[src/rtl/sysctl_ports.sv]
module sysctl_ports #(
  parameter int ADDR_W = 16,
  parameter logic [ADDR_W-1:0] CTRL_ADDR = 'h92,
  parameter logic [ADDR_W-1:0] FERR_ADDR = 'hF0,
  parameter logic [ADDR_W-1:0] DIAG_ADDR = 'h80
) (
  input  logic              clk,
  input  logic              por,
  input  logic              rst,
  input  logic [ADDR_W-1:0] addr,
  input  logic              rd_en,
  input  logic              wr_en,
  input  logic [7:0]        wdata,
  output logic [7:0]        rdata,
  output logic              rd_valid,
  input  logic              fpu_err_set,
  output logic              a20_gate,
  output logic              sys_reset_req,
  output logic              ferr_irq
);
  logic [7:0] ctrl_q;
  logic       pulse_q;
  logic       ferr_q;

  logic hit_ctrl, hit_ferr, hit_diag;
  assign hit_ctrl = (addr == CTRL_ADDR);
  assign hit_ferr = (addr == FERR_ADDR);
  assign hit_diag = (addr == DIAG_ADDR);

  logic ctrl_wr, ferr_wr;
  assign ctrl_wr = wr_en & hit_ctrl;
  assign ferr_wr = wr_en & hit_ferr;

  always_ff @(posedge clk) begin
    if (por) begin
      ctrl_q  <= '0;
      pulse_q <= 1'b0;
    end else if (rst) begin
      ctrl_q[0] <= 1'b0;
      pulse_q   <= 1'b0;
    end else begin
      if (ctrl_wr) ctrl_q <= wdata;
      pulse_q <= ctrl_wr & wdata[0];
    end
  end

  always_ff @(posedge clk) begin
    if (por)              ferr_q <= 1'b0;
    else if (fpu_err_set) ferr_q <= 1'b1;
    else if (ferr_wr)     ferr_q <= 1'b0;
  end

  assign rd_valid = rd_en & (hit_ctrl | hit_ferr | hit_diag);
  assign rdata    = !rd_valid ? 8'h00 : (hit_ctrl ? ctrl_q : 8'hFF);

  assign a20_gate      = ctrl_q[1];
  assign sys_reset_req = pulse_q;
  assign ferr_irq      = ferr_q;
endmodule

[config.mk]
export PLATFORM = sky130hd
export DESIGN_NAME = sysctl_ports
export DESIGN_NICKNAME = d
export VERILOG_FILES = /design/src/rtl/sysctl_ports.sv
export SDC_FILE = /design/constraint.sdc
export NUM_CORES = 1
export LEC_CHECK = 0
export BUFFER_PORTS_ARGS = -buffer_cell sky130_fd_sc_hd__buf_4
export CAP_MARGIN = 10
export CORE_MARGIN = 3
export CORE_UTILIZATION = 38
export DETAILED_ROUTE_END_ITERATION = 16
export PLACE_DENSITY_LB_ADDON = 0.12
export SKIP_CTS_REPAIR_TIMING = 1
export SLEW_MARGIN = 20
export SYNTH_ARGS = -nofsm -noshare
export SYNTH_HDL_FRONTEND = slang
export SYNTH_SLANG_ARGS = --single-unit
export TNS_END_PERCENT = 30
[constraint.sdc]
create_clock -name clk -period 2.08 [get_ports clk]
set_clock_uncertainty 0.2 [all_clocks]
set_input_delay 0.208 -clock clk [delete_from_list [all_inputs] [get_ports clk]]
set_output_delay 0.208 -clock clk [all_outputs]
set_load 0.005 [all_outputs]
# After elaboration in Yosys (flattened, before gate mapping)
# Cells that the tools add are included.
op_classes:
  muxes: 4
  reduce_logical: 3
  bitwise: 7
  n_eq_ne: 3
ops:
  columns: ["op", "n"]
  rows:
  - ["$eq 16x8->1 const B", 3]
  - ["$mux 8", 2]
  - ["$and 1x1->1", 4]
  - ["$mux 1", 2]
  - ["$or 1x1->1", 2]
  - ["$reduce_and 2->1", 1]
  - ["$reduce_bool 2->1", 1]
  - ["$reduce_or 2->1", 1]
  - ["$not 1->1", 1]
word_totals:
  ff_bits: 10
  output_inout_bits: 12
  elab_cells: 21
  in_bits: 30

# Logic depth before layout (Yosys ltp)
depth:
  ltp_word: 5
  mapped_depth: 5

# Worst setup path before layout
# OpenSTA, ideal clock, no wires.
synth_path:
  path_kind: "input -> output"
  start: "input port addr[8]"
  end: "output port rdata[0]"
  path_buffers: 1
  slack_ns: 0.279
  t_arrival_ns: 1.393
  stages: 5
  cell_sequence: "or4_1 nor3_1 o211a_1 buf_4 o21a_1"
synth_between:
  elab_chain_len: 5
  elab_cells_between_ends: 8
  cone_classes: "3 x eq/ne; 2 x mux; 3 x bitwise"
synth_rtl:
  columns: ["element", "line_no", "text"]
  rows:
  - ["from (decl)", "10", "input logic [ADDR_W-1:0] addr,"]
  - ["$eq 16x8->1 (on tied branches)", "26, 27", null]
  - ["$or 1x1->1", "53", "assign rd_valid = rd_en & (hit_ctrl | hit_ferr | hit_diag);"]
  - ["$or 1x1->1 *", "53", null]
  - ["$and 1x1->1 *", "53", null]
  - ["net rd_valid", "15", "output logic rd_valid,"]
  - ["$mux 8 *", "54", "assign rdata = !rd_valid ? 8'h00 : (hit_ctrl ? ctrl_q : 8'hFF);"]
  - ["to (decl)", "14", "output logic [7:0] rdata,"]
# Mark *: on every way through the listed nets, which the timed path passes. The rest lies on a longest branch.

# Worst setup path in the final report
layout_path:
  start: "input port addr[15]"
  end: "output port rdata[3]"
layout_between:
  elab_chain_len: 5
  elab_cells_between_ends: 8
  cone_classes: "3 x eq/ne; 2 x mux; 3 x bitwise"
layout_rtl:
  columns: ["element", "line_no"]
  rows:
  - ["$eq 16x8->1 (on tied branches)", "26, 27"]
  - ["$or 1x1->1 (2 in series)", "53"]
  - ["$and 1x1->1", "53"]
  - ["$mux 8 *", "54"]
# Mark *: on every way between the ends. The rest lies on a longest branch, timed or not.

==> impl_metrics.ini <==
[drt]
drtAntennaViolNets = 0
drc = 0
drt-wirelength-per-cell_um = 13.7
first_pass_iters = 4
wl_um = 1870
drt_iter0_markers = 15
viasPerCell = 5.65
dr_total_vias = 768

[global_route]
antenna_found_initial = 0
grt_pass1_vias = 665
grt_pass1_wl_um = 2800
track_usage_pct = 19.0
gr-total-overflow = 0
grt_start_max_net_pins = 11

[logic_synthesis]
synth.largest_area_cell = dfxtp_1
ys_seq_elements = 10
synthTopCellsByCount = dfxtp_1, a21oi_1, nand3_1, o21a_1, o21ai_0
post-synth-top-count-cell = dfxtp_1
synth_edf_count = 0
yosysTopAreaCellShare_pct = 34.6
synth_cells = 70
synth_area_leaders = dfxtp_1, o21a_1, a21oi_1
ys_warn_count = 0
syn-num-nets = 100
ys_types = 27
synthArstFlopShare_pct = 0
avgSynthCellArea_um2 = 8.28
netlist_area_um2 = 579
synth-main-ff-cell = dfxtp_1
synth_seq_area_share_pct = 34.6

[worst_setup_path]
cp-end-kind = output port
critPathKind = in2out
critPathMaxStageDelay_ps = 530
crit_path_top_delay_cell = or4_4
required_ps = 1670
crit_fanout = 5
cpMostUsedCell = buf_4
arrival_ps = 1610
cp_top_family = simple AND/OR/NAND/NOR gates
path_cells = buf_4 > or4_4 > nor3_2 > o211a_2 > o21a_1 > buf_4
critPathBufInv = 2
startpoint_type = input port

[timing]
layout_setup_ws_ps = 65.3
setup-violations-final = 0
rsz0062_at_grt = no
tightest_slew_ps = 515
hold_viol = 0
post-route-period-util_pct = 96.9
fmax_mhz = 496
slew_headroom_pct = 65.6
post-route-min-period_ps = 2010
slew_viol_final = 0

[place]
dp_slack_ps = -30.2
port_buffers = 41
hpwl_um = 1420
place_congestion = 0.779

[die]
die_w_um = 45.0
io_pins = 42
die_y_um = 45.0
num_rows = 13
start_util_pct = 42.4
core_mm2 = 0.00137
die_area_mm2 = 0.00203

[cells_and_area]
multi_input_area_um2 = 375
n_antenna_cell = 0
syn2layout_area_growth_pct = 75.4
finalNetCount = 152
fin_util_pct = 74.4
drive_gt1_share_pct = 46.3
fill_cells = 110
ff_latch_area_um2 = 200

[run_status]
status = complete, no violations

[clocking]
cts_max_level = 1
cts_tree = yes
ctsRootBufferMaster = clkbuf_4
cts_sinks = 10
cts_buffers = 3
clockBufferDepth = 2
clkLatencyLatePin_ps = 270
clkTransAtPathRegs_ps = 70

[pwr]
switching_power_mw = 0.0993
clkPwrFrac_pct = 39.8
ir_worst_vdd_mv = 0.325
p_leak_nw = 0.444
intPower_mw = 0.349
p_seq_share_pct = 43.2
powerDensity_mw_per_mm2 = 441
swShare_pct = 22.2
comb_power_share_pct = 17.1

[worst_hold_path]
hold_path_class = in2reg

[flow_run]
cap_violations = 0
==> flip-flops by register name (all words and copies together), names as in the netlist <==
name / cells
ctrl_q: 8
ferr_irq: 1
sys_reset_req: 1
==> power by group through the flow <==
stage | clock network (mW) | logic [mW] | registers, mW
6_report | 0.178 | 0.0765 | 0.193
3_3_place_gp | 0 | 0.0665 | 0.198
3_5_place_dp | 0 | 0.0685 | 0.198
2_1_floorplan | 0 | 0.0156 | 0.198
4_1_cts | 0.180 | 0.0689 | 0.194
5_1_grt | 0.192 | 0.0829 | 0.194
==> cell families after synthesis <==
family / Yosys count / share of synthesized area, %
and+or+nand+nor: 28 / 33.5
buffers and inverters: 5 / 3.89
DFF: 10 / 34.6
AOI/OAI and AO/OA: 27 / 28.1
==> routing by layer <==
metal  share of wire, %  track usage (%)  vias to the layer above
li1                   -                -                      374
met1                 38             20.9                      358
met2                 53             34.5                       34
met3                8.3             5.98                        2
met4               0.32             5.26                        0
met5                  0                0                        -
==> path summary, 6_finish.rpt <==
| check | cells after the start | from | slack [ps] | endpoint |
|---|---|---|---|---|
| setup / recovery | 6 | addr[15] | 70 | rdata[3] |
| hold / removal | 3 | wdata[4] | 4 | ctrl_q[4] |
| setup reg to reg | 2 | ctrl_q[3] | 1200 | ctrl_q[3] |
| hold reg to reg | 2 | ctrl_q[0] | 260 | ctrl_q[0] |
==> metrics by stage <==
step | hold WS [ps] | std cells | total power, mW | setup TNS [ps] | cell area [um2]
3_5_place_dp | 250 | 127 | 0.267 | -172 | 921
4_1_cts | -38.7 | 131 | 0.443 | -191 | 957
6_report | 3.60 | 136 | 0.448 | 0 | 1020
2_1_floorplan | 137 | 70 | 0.214 | 0 | 579
5_1_grt | 4.85 | 136 | 0.468 | 0 | 1020
3_3_place_gp | 249 | 127 | 0.264 | -4.47 | 921
==> cells in the final DEF (no fill, tap or decap), types with 3 or more instances in the layout <==
cell and instances:
a21oi_1 9, nand3_1 8, o21ai_0 5, o21a_1 8
clkbuf_4 3, buf_4 45, dlygate4sd3_1 4, dfxtp_1 10
o21ai_1 3
==> cell type report <==
cell class	instances	share of cell area, %
flip-flops and latches	10	19.7
inverters	2	0.739
repair buffers	49	37.2
multi-input cells	56	36.9
well taps	15	1.85
clock buffers	4	3.57
==> worst min-delay path, delay by kind of cell <==
| kind | cells | cell delay [ps] |
|---|---|---|
| buffers and inverters | 1 | 110 |
| AO/OA/AOI/OAI | 1 | 60 |
| AND/OR/NAND/NOR | 1 | 50 |
Note: power is estimated with default switching activity, not from simulation.
